**src/rtl/trunc_muladd.sv**
```systemverilog
module trunc_muladd #(
  parameter int WIDTH   = 8,
  parameter bit REG_OUT = 1'b1
) (
  input  logic             clk,
  input  logic             rst,
  input  logic             in_valid,
  input  logic [WIDTH-1:0] a_msbf,
  input  logic [WIDTH-1:0] b_msbf,
  input  logic [WIDTH-1:0] c_msbf,
  output logic [WIDTH-1:0] sum_comb_msbf,
  output logic [WIDTH-1:0] sum_msbf,
  output logic             out_valid
);

  localparam int STAGES = WIDTH;
  localparam int TOP    = WIDTH - 1;

  logic [WIDTH-1:0] a_pos, b_pos, c_pos;
  logic [WIDTH-1:0] row [STAGES];
  logic [WIDTH-1:0] acc [STAGES];
  logic [WIDTH-1:0] total;

  // edge reversal: MSB-first ports to positional order
  for (genvar i = 0; i < WIDTH; i++) begin : g_rev
    assign a_pos[i] = a_msbf[TOP-i];
    assign b_pos[i] = b_msbf[TOP-i];
    assign c_pos[i] = c_msbf[TOP-i];
    assign sum_comb_msbf[i] = total[TOP-i];
  end

  // gated partial-product rows
  for (genvar s = 0; s < STAGES; s++) begin : g_row
    for (genvar k = 0; k < WIDTH; k++) begin : g_bit
      assign row[s][k] = b_pos[k] & c_pos[s];
    end
  end

  assign acc[0] = row[0];

  // accumulation stages, each a truncated ripple chain
  for (genvar s = 1; s < STAGES; s++) begin : g_acc
    logic [WIDTH-1:0] addend;
    logic [WIDTH-1:0] cin;
    assign cin[0] = 1'b0;
    for (genvar k = 0; k < WIDTH; k++) begin : g_fa
      logic h1_s, h1_c, h2_c;
      if (k < s) begin : g_zero
        assign addend[k] = 1'b0;
      end else begin : g_shift
        assign addend[k] = row[s][k-s];
      end
      assign h1_s      = acc[s-1][k] ^ addend[k];
      assign h1_c      = acc[s-1][k] & addend[k];
      assign acc[s][k] = h1_s ^ cin[k];
      assign h2_c      = h1_s & cin[k];
      if (k < TOP) begin : g_carry
        assign cin[k+1] = h1_c | h2_c;
      end else begin : g_drop
        logic unused_carry;
        assign unused_carry = h1_c | h2_c;
      end
    end
  end

  // final adder: A plus truncated product
  logic [WIDTH-1:0] fcin;
  assign fcin[0] = 1'b0;
  for (genvar k = 0; k < WIDTH; k++) begin : g_fin
    logic h1_s, h1_c, h2_c;
    assign h1_s     = a_pos[k] ^ acc[STAGES-1][k];
    assign h1_c     = a_pos[k] & acc[STAGES-1][k];
    assign total[k] = h1_s ^ fcin[k];
    assign h2_c     = h1_s & fcin[k];
    if (k < TOP) begin : g_carry
      assign fcin[k+1] = h1_c | h2_c;
    end else begin : g_drop
      logic unused_carry;
      assign unused_carry = h1_c | h2_c;
    end
  end

  if (REG_OUT) begin : g_reg
    always_ff @(posedge clk) begin
      if (rst) begin
        sum_msbf  <= '0;
        out_valid <= 1'b0;
      end else begin
        out_valid <= in_valid;
        if (in_valid) sum_msbf <= sum_comb_msbf;
      end
    end
  end else begin : g_pass
    assign sum_msbf  = sum_comb_msbf;
    assign out_valid = in_valid;
  end

endmodule


```
**config.mk**
```make
export PLATFORM = sky130hd
export DESIGN_NAME = trunc_muladd
export DESIGN_NICKNAME = d
export VERILOG_FILES = /design/src/rtl/trunc_muladd.sv
export SDC_FILE = /design/constraint.sdc
export NUM_CORES = 1
export LEC_CHECK = 0
export ABC_AREA = 1
export BUFFER_PORTS_ARGS = -buffer_cell sky130_fd_sc_hd__buf_2
export CAP_MARGIN = 20
export CORE_MARGIN = 2
export CORE_UTILIZATION = 55
export DETAILED_ROUTE_END_ITERATION = 8
export PLACE_DENSITY = 0.89
export SETUP_SLACK_MARGIN = 0.5
export SLEW_MARGIN = 20
export SYNTH_ARGS = -nofsm -noshare
export SYNTH_HDL_FRONTEND = slang
export SYNTH_SLANG_ARGS = --single-unit
export TNS_END_PERCENT = 20
```
**constraint.sdc**
```tcl
create_clock -name clk -period 12.74 [get_ports clk]
set_input_delay 0.637 -clock clk [delete_from_list [all_inputs] [get_ports clk]]
set_output_delay 0.637 -clock clk [all_outputs]
set_load 0.1 [all_outputs]
```
* Word level (Yosys, flattened, before mapping)
Cells that the tools add are included.
** Word-level totals
- Bits in registers :: 9
- Bits of input ports :: 27
- Output and inout port bits :: 17
- Word-level logic and storage cells :: 172
** Cells by class
- Bitwise gates (word level) :: 170
** Operators by type and width (number)
- 1-bit AND :: 85
- 1-bit XOR :: 64
- 1-bit bitwise OR :: 21

* Depth between registers and ports, before layout
Gate-level depths: netlist of the first run.
- Depth after elaboration :: 26
- Mapped depth :: 33
- Gate-level depth less buffers :: 32

* Worst setup path before layout of the first run
No wires, ideal clock.
- Kind :: input port to output port
- Start point :: in c_msbf[6]
- End point :: out sum_comb_msbf[0]
- Data arrival time :: 6.803 ns
- Data required time :: 12.103 ns
- Path slack :: 5.300 ns
- Stages on the path :: 29
- Path buffers :: 1
- Cells stage by stage :: buf_4 -> nand2_1 -> inv_1 -> ha_1 -> fa_1 -> inv_1 -> fa_1 -> inv_1 -> fa_1 -> fa_1 -> fa_1 -> fa_1 -> fa_1 -> fa_1 -> fa_1 -> ha_1 -> inv_1 -> fa_1 -> inv_1 -> nand2_1 -> nand2_1 -> nand2_1 -> nand2_1 -> nand2_1 -> nand2_1 -> nand2_1 -> nand2_1 -> nand2_2 -> nand2_1
** On the way
- Longest elaborated chain between the ends :: 26
- Elaborated cells on any way between the ends :: 133
- Those cells by class :: bitwise: 133
** RTL lines
- start: declaration :: line 10 : input logic [WIDTH-1:0] c_msbf,
- 1-bit AND :: line 35 : assign row[s][k] = b_pos[k] & c_pos[s];
- 1-bit XOR / 1-bit AND (equally long branches) :: line 53, 54
- 1-bit AND :: line 56 : assign h2_c = h1_s & cin[k];
- 1-bit bitwise OR :: line 58 : assign cin[k+1] = h1_c | h2_c;
- 1-bit AND / 1-bit XOR (equally long branches) :: line 56, 55
- 1-bit bitwise OR / 1-bit XOR (equally long branches) :: line 58, 53
- 1-bit AND / 1-bit XOR (equally long branches) :: line 56, 55
- 1-bit bitwise OR / 1-bit XOR (equally long branches) :: line 58, 53
- (+10 left out)
- 1-bit XOR / 1-bit AND (equally long branches) :: line 55, 56
- 1-bit XOR / 1-bit bitwise OR (equally long branches) :: line 53, 58
- 1-bit XOR :: line 55 : assign acc[s][k] = h1_s ^ cin[k];
- 1-bit XOR :: line 53 : assign h1_s = acc[s-1][k] ^ addend[k];
- 1-bit XOR :: line 55
- 1-bit XOR :: line 53
- 1-bit XOR :: line 71 : assign h1_s = a_pos[k] ^ acc[STAGES-1][k];
- 1-bit XOR * :: line 73 : assign total[k] = h1_s ^ fcin[k];
- end: declaration :: line 11 : output logic [WIDTH-1:0] sum_comb_msbf,
Every way passes the cells marked *; elsewhere a longest branch is shown, timed or not.

* Worst setup path after layout of the first run
- Start point :: in b_msbf[7]
- End point :: out sum_comb_msbf[0]
** On the way
- Longest elaborated chain between the ends :: 26
- Elaborated cells on any way between the ends :: 124
- Those cells by class :: bitwise: 124
** RTL lines
- start: declaration :: line 9 : input logic [WIDTH-1:0] b_msbf,
- 1-bit AND :: line 35
- 1-bit AND :: line 54 : assign h1_c = acc[s-1][k] & addend[k];
- 1-bit AND :: line 56
- 1-bit bitwise OR :: line 58
- 1-bit AND / 1-bit XOR (equally long branches) :: line 56, 55
- 1-bit bitwise OR / 1-bit XOR (equally long branches) :: line 58, 53
- 1-bit AND / 1-bit XOR (equally long branches) :: line 56, 55
- 1-bit bitwise OR / 1-bit XOR (equally long branches) :: line 58, 53
- (+10 left out)
- 1-bit XOR / 1-bit AND (equally long branches) :: line 55, 56
- 1-bit XOR / 1-bit bitwise OR (equally long branches) :: line 53, 58
- 1-bit XOR :: line 55
- 1-bit XOR :: line 53
- 1-bit XOR :: line 55
- 1-bit XOR :: line 53
- 1-bit XOR :: line 71
- 1-bit XOR * :: line 73
Marks and branches as above.

==> results of run 1 <==
-- placed cells by master (no fill, tap or decap), types with 3 or more instances in the layout --
master / netlist / final
nand2_1: 66 / 66
inv_1: 58 / 58
buf_2: 0 / 43
fa_1: 21 / 21
nand3_1: 10 / 10
dfxtp_1: 9 / 9
nor2_1: 8 / 8
ha_1: 7 / 7
nand2_2: 5 / 5
a211oi_1: 5 / 5
clkbuf_4: 0 / 3
-- worst max path at each step --
stage                          from          endpoint  slack, ns  cells after the start
after floorplan           c_msbf[6]  sum_comb_msbf[0]       5.30                     29
after CTS                 c_msbf[7]  sum_comb_msbf[0]       5.11                     30
after global routing      c_msbf[7]  sum_comb_msbf[0]       4.78                     28
after global placement    c_msbf[7]  sum_comb_msbf[0]       5.29                     30
final                     b_msbf[7]  sum_comb_msbf[0]       5.11                     30
after detailed placement  b_msbf[7]  sum_comb_msbf[0]       5.10                     30
-- per-stage QoR --
step,cells,instance area [um^2]
after floorplan,205,1434
after global placement,271,1617
after detailed placement,271,1617
after CTS,275,1643
after global routing,275,1643
final,275,1643
-- worst max-delay path, delay by kind of cell --
kind	cells	cell delay (ns)
fa+ha+maj	12	4.80
simple gates	11	0.66
buf+inv	7	0.88
-- power groups by stage --
stage | registers (mW) | clock network, mW | logic [mW]
floorplan | 0.0747 | 0 | 0.246
global placement | 0.0362 | 0 | 0.323
detailed placement | 0.0366 | 0 | 0.332
CTS | 0.0361 | 0.0218 | 0.332
global route | 0.0367 | 0.0233 | 0.357
finish | 0.0359 | 0.0215 | 0.331
-- sequential cells by signal, summed over array words and instances (netlist names) --
signal	flops
sum_msbf	8
out_valid	1
-- final cells by class --
| type | instances | share of cell area |
|---|---|---|
| clock buffers | 4 | 0.01599 |
| well taps | 30 | 0.02285 |
| multi-input cells | 129 | 0.5834 |
| inverters | 60 | 0.1371 |
| repair buffers | 43 | 0.1310 |
| flip-flops and latches | 9 | 0.1097 |
-- Yosys cell counts --
cell,instances,area share
xnor2_1,1,0.0061
clkbuf_8,1,0.0096
nor2_1,8,0.021
a21oi_1,2,0.0070
nand2_4,1,0.0079
ha_1,7,0.061
dfxtp_1,9,0.13
xor2_1,1,0.0061
buf_6,3,0.024
nand2_1,66,0.17
nand2_2,5,0.022
clkinv_1,1,0.0026
inv_1,58,0.15
inv_2,1,0.0026
a211oi_1,5,0.026
fa_1,21,0.29
nand3b_1,2,0.010
buf_4,3,0.016
nand3_1,10,0.035
-- layer usage --
metal	routed length, um	vias to the layer above
met5	0	-
li1	-	661
met4	0	0
met1	1176	578
met3	132	0
met2	1384	41
-- cell families after synthesis --
family | synth area share
flops | 0.1257
fa+ha+maj | 0.3543
buf+inv | 0.2059
simple gates | 0.2688
compound gates | 0.03316
xor+xnor | 0.01222
==> run_results.csv, run 1 <==
group,metric,value,unit
outcome,outcome,"completed",
global_routing,met2_usage,0.4325,
min_path,hp-start,"sum_msbf[7]$_SDFFE_PP0P_",
critical_path,worst-setup-path-type,"in2out",
clocking,cts_buffers,3,
synthesis,ys_ff_latch,9,
pwr,pwr-share-comb,0.852,
timing,skew,0,ns
final_layout,n_fill_cell,222,
pwr,total_power,388.2,uW
critical_path,cp-end-kind,"output port",
job,cap_violations,0,
placed_design,gp_congestion,0.8060,
synthesis,synth_cells,205,
clocking,cts_hold_buffers,0,
timing,max_freq,131.0,MHz
critical_path,cp_slowest_stage_delay,0.54,ns
pwr,peakVddDrop,0.0002945,V
clocking,clk_pin_slew,0.06,ns
clocking,cts_resized,0,
critical_path,slowest_stage,"fa_1",
timing,rsz0062_at_grt,"no",
global_routing,top_usage_layer,"met2",
min_path,worstHoldPathCells,2,
die,ios,44,
global_routing,grt_pass1_vias,1220,
timing,setup_ws,5.107,ns
synthesis,synth_area,1434,um^2
critical_path,startpoint_type,"input pin",
clocking,cts.sinks,9,
die,core,2477,um^2
synthesis,yosysWarningCount,0,
pwr,power_leakage,1.110,nW
pwr,internal-power,114.7,uW
timing,tightest_slew,0.4869,ns
timing,hold_slack,0.4735,ns
routing,routedWlPerCell,9.793,um
min_path,hold_path_class,"reg2reg",
critical_path,r2r_cells,4,
final_layout,final_util,0.6631,
global_routing,grt_max_degree,16,
die,start_util,0.5788,
global_routing,grt_pass1_wl,4.712,mm
synthesis,yosysSeqAreaShare,0.1257,
die,num_rows,18,
global_routing,grt_use_met3,0.01075,
timing,tns,0,ns
routing,drt_iter0_drc,21,
placed_design,numPortBuffers,43,
clocking,clock-root-buffer,"clkbuf_4",
final_layout,layout-drive-gt1-share,0.2163,
pwr,clock_power_share,0.055,
critical_path,reg2reg_slack,12.11,ns
timing,final-setup-viol-count,0,
pwr,p_sw,273.4,uW
critical_path,cp_data_arrival_time,7.00,ns
global_routing,antenna_found_initial,0,
pwr,p_per_area,236.3,nW/um^2
timing,final-hold-violation-count,0,
clocking,cts_tree,"yes",
placed_design,place_ws,5.104,ns
routing,viasPerCell,4.655,
clocking,post-cts-setup-buffers,0,
timing,fin_crit_sh,0.5992,
pwr,p_sw_frac,0.7044,
final_layout,multi_input_area,958.4,um^2
routing,drtPass1Iterations,4,
die,fp.dieH,55.06,um
global_routing,grt.met1_usage,0.2392,
pwr,p_seq_frac,0.093,
min_path,hold_end,"sum_msbf[7]$_SDFFE_PP0P_",
clocking,clk_path_buf_depth,2,
final_layout,nNetsFinal,301,
synthesis,synth_fp_nets,260,
synthesis,synth_cell_types,19,
final_layout,syn2layout_area_growth,14.57,%
synthesis,synth.avg_cell_area,6.995,um^2
final_layout,ff_latch_area,180.2,um^2
die,die_x,55.06,um
routing,drc_errors,0,
critical_path,r2r-start,"sum_msbf[0]$_SDFFE_PP0P_",
timing,maxSlewViolCount,0,
routing,drtAntennaViolNets,0,
global_routing,overflow,0,
routing,drt_wl_total,2.693,mm
global_routing,track_usage,0.2119,
clocking,cts-htree-levels,1,
die,die-area,3032,um^2
final_layout,antenna_cells,0,
timing,slew_headroom,0.6776,
critical_path,required,12.10,ns
critical_path,cp_max_fo,8,
timing,period_needed,7.633,ns
placed_design,dpl.hpwl,2.418,mm
clocking,clkLatencyLatePin,0.25,ns
critical_path,worstReg2RegEnd,"sum_msbf[0]$_SDFFE_PP0P_",
routing,dr_total_vias,1280,
(Power assumes the default switching activity.)
==> inputs of run 2 (changes only) <==
CORE_UTILIZATION = 47   (was 55)
PLACE_DENSITY = 0.81   (was 0.89)
clock period = 6.3 ns   (was 12.74 ns; I/O delays follow)
==> run 2 against run 1 <==
  * The flow now finishes with violations (setup timing)
  * First-iteration DRC count increased to 2.6 times the previous value
  * Sequential share of layout area is 1.3 points lower
  * Utilization fell by 3.8 points
  * Critical path depth is the same
  * Critical endpoint unchanged
  * Largest power group unchanged
  * Highest routed layer is now met4
==> run_results.csv, run 2 (synthesized netlist as in run 1, its figures left out) <==
group,metric,value,unit
critical_path,cp-end-kind,"output port",
final_layout,layout_commonest_cell,"nand2_1",
routing,drt_iter0_drc,54,
global_routing,grt_max_degree,16,
clocking,cts_buffers,3,
global_routing,grt_pass1_wl,4.830,mm
global_routing,grt_pass1_vias,1250,
routing,drtAntennaViolNets,0,
critical_path,crit_buf_inv,10,
final_layout,layout_common_cells,"58 x nand2_1, 48 x inv_1, 37 x buf_2, 12 x fa_1",
die,die_x,59.24,um
critical_path,worst-setup-path-type,"in2out",
clocking,cts_tree,"yes",
pwr,p_seq_frac,0.078,
routing,routedWlPerCell,9.816,um
pwr,p_sw_frac,0.6409,
die,die-area,3509,um^2
placed_design,numPortBuffers,43,
routing,drc_errors,0,
timing,max_freq,158.2,MHz
placed_design,place_ws,-0.1708,ns
pwr,internal-power,334.1,uW
timing,slew_headroom,0.6774,
min_path,hold_path_class,"in2reg",
timing,final-hold-violation-count,0,
clocking,cts.sinks,9,
die,ios,44,
clocking,clkLatencyLatePin,0.27,ns
critical_path,slowest_stage,"fa_1",
critical_path,cp_common_cell,"inv_2",
timing,rsz0062_at_grt,"yes",
final_layout,largest_registers,"sum_msbf: 8 flops, out_valid: 1 flops",
die,start_util,0.4815,
final_layout,multi_input_area,1040,um^2
critical_path,cp_data_arrival_time,6.01,ns
pwr,clock_power_share,0.048,
outcome,violations,"setup timing",
critical_path,required,5.98,ns
die,fp.dieH,59.24,um
final_layout,final_util,0.6252,
die,num_rows,20,
critical_path,startpoint_type,"input pin",
global_routing,antenna_found_initial,0,
clocking,clk_path_buf_depth,2,
final_layout,nNetsFinal,311,
job,cap_violations,0,
pwr,power_leakage,1.160,nW
placed_design,gp_congestion,0.7910,
timing,period_needed,6.321,ns
placed_design,dpl.hpwl,2.502,mm
routing,viasPerCell,4.681,
final_layout,layout-drive-gt1-share,0.3647,
final_layout,ff_latch_area,180.2,um^2
pwr,peakVddDrop,0.0003076,V
die,core,2978,um^2
global_routing,overflow,0,
clocking,cts_hold_buffers,0,
global_routing,track_usage,0.1812,
critical_path,critPathTopFamily,"adder cells",
timing,maxSlewViolCount,0,
final_layout,n_fill_cell,277,
clocking,clk_pin_slew,0.06,ns
critical_path,cp_max_fo,3,
clocking,cts-htree-levels,1,
final_layout,antenna_cells,0,
critical_path,cp_slowest_stage_delay,0.56,ns
final_layout,largest_reg_flops,8,
routing,drtPass1Iterations,4,
timing,skew,0,ns
pwr,p_per_area,499.8,nW/um^2
timing,final-setup-viol-count,1,
routing,drt_wl_total,2.827,mm
final_layout,syn2layout_area_growth,29.84,%
final_layout,regMostFlops,"sum_msbf",
routing,dr_total_vias,1348,
clocking,clock-root-buffer,"clkbuf_4",
timing,setup_ws,-0.02112,ns
pwr,pwr-share-comb,0.874,
pwr,p_sw,596.3,uW
timing,tightest_slew,0.4872,ns
timing,fin_crit_sh,1.003,
outcome,outcome,"finished with violations",
run 2: changes by cell type in the layout (fill, tap and decap cells not counted), moves of 2 or more:
cell and delta:
buf_2 -6, inv_2 +10, buf_12 +2, inv_1 -10
nand2_2 +6, fa_1 -9, buf_6 +5, ha_1 -2
nand2_1 -8, fa_2 +9, buf_4 +9
run 2: per-layer routing:
layer	global-route usage	vias to the layer above	share of wire
met1	0.2128	620	0.43
li1	-	681	-
met5	0	-	0
met3	0.008734	5	0.041
met2	0.3344	42	0.51
met4	0.08442	0	0.016
run 2: cell type report:
cell class | instances | area share
Multi-Input combinational cell | 129 | 0.5585
Timing Repair Buffer | 53 | 0.1875
Inverter | 60 | 0.1210
Sequential cell | 9 | 0.09677
Tap cell | 33 | 0.02218
Clock buffer | 4 | 0.01411
run 2: final timing paths:
path	from	to	slack, ns	cells after the start
worst min register to register	sum_msbf[6]$_SDFFE_PP0P_	sum_msbf[6]$_SDFFE_PP0P_	0.46	2
worst max register to register	sum_msbf[5]$_SDFFE_PP0P_	sum_msbf[5]$_SDFFE_PP0P_	5.66	2
worst min-delay path	rst	sum_msbf[7]$_SDFFE_PP0P_	0.32	2
worst max-delay path	c_msbf[6]	sum_comb_msbf[0]	-0.02	30
run 2: power groups by stage:
stage | Clock [mW] | Sequential (mW) | Combinational [mW]
3_3_place_gp | 0 | 0.0731 | 0.759
6_report | 0.0447 | 0.0725 | 0.813
4_1_cts | 0.0459 | 0.0727 | 0.797
3_5_place_dp | 0 | 0.0739 | 0.775
5_1_grt | 0.0479 | 0.0737 | 0.863
2_1_floorplan | 0 | 0.151 | 0.524
run 2: repair_timing:
item | in CTS | in global routing
pin swaps | 26 | 9
setup endpoints to repair | 3 | 3
buffers inserted | 1 | 1
gates resized for setup | 10 | 8
endpoints found under the hold margin | 0 | 0
run 2: stage by stage:
step / hold WS, ns / instances / power [mW] / area (um^2) / TNS (ns)
finish: 0.3248 / 288 / 0.9304 / 1862 / -0.02112
global route: 0.3511 / 288 / 0.9849 / 1862 / -0.2078
CTS: 0.3197 / 287 / 0.9157 / 1833 / -0.09296
detailed placement: 0.4586 / 282 / 0.8487 / 1772 / -0.1708
global placement: 0.4503 / 282 / 0.8323 / 1772 / -0.02568
floorplan: 0.4513 / 205 / 0.6754 / 1506 / 0
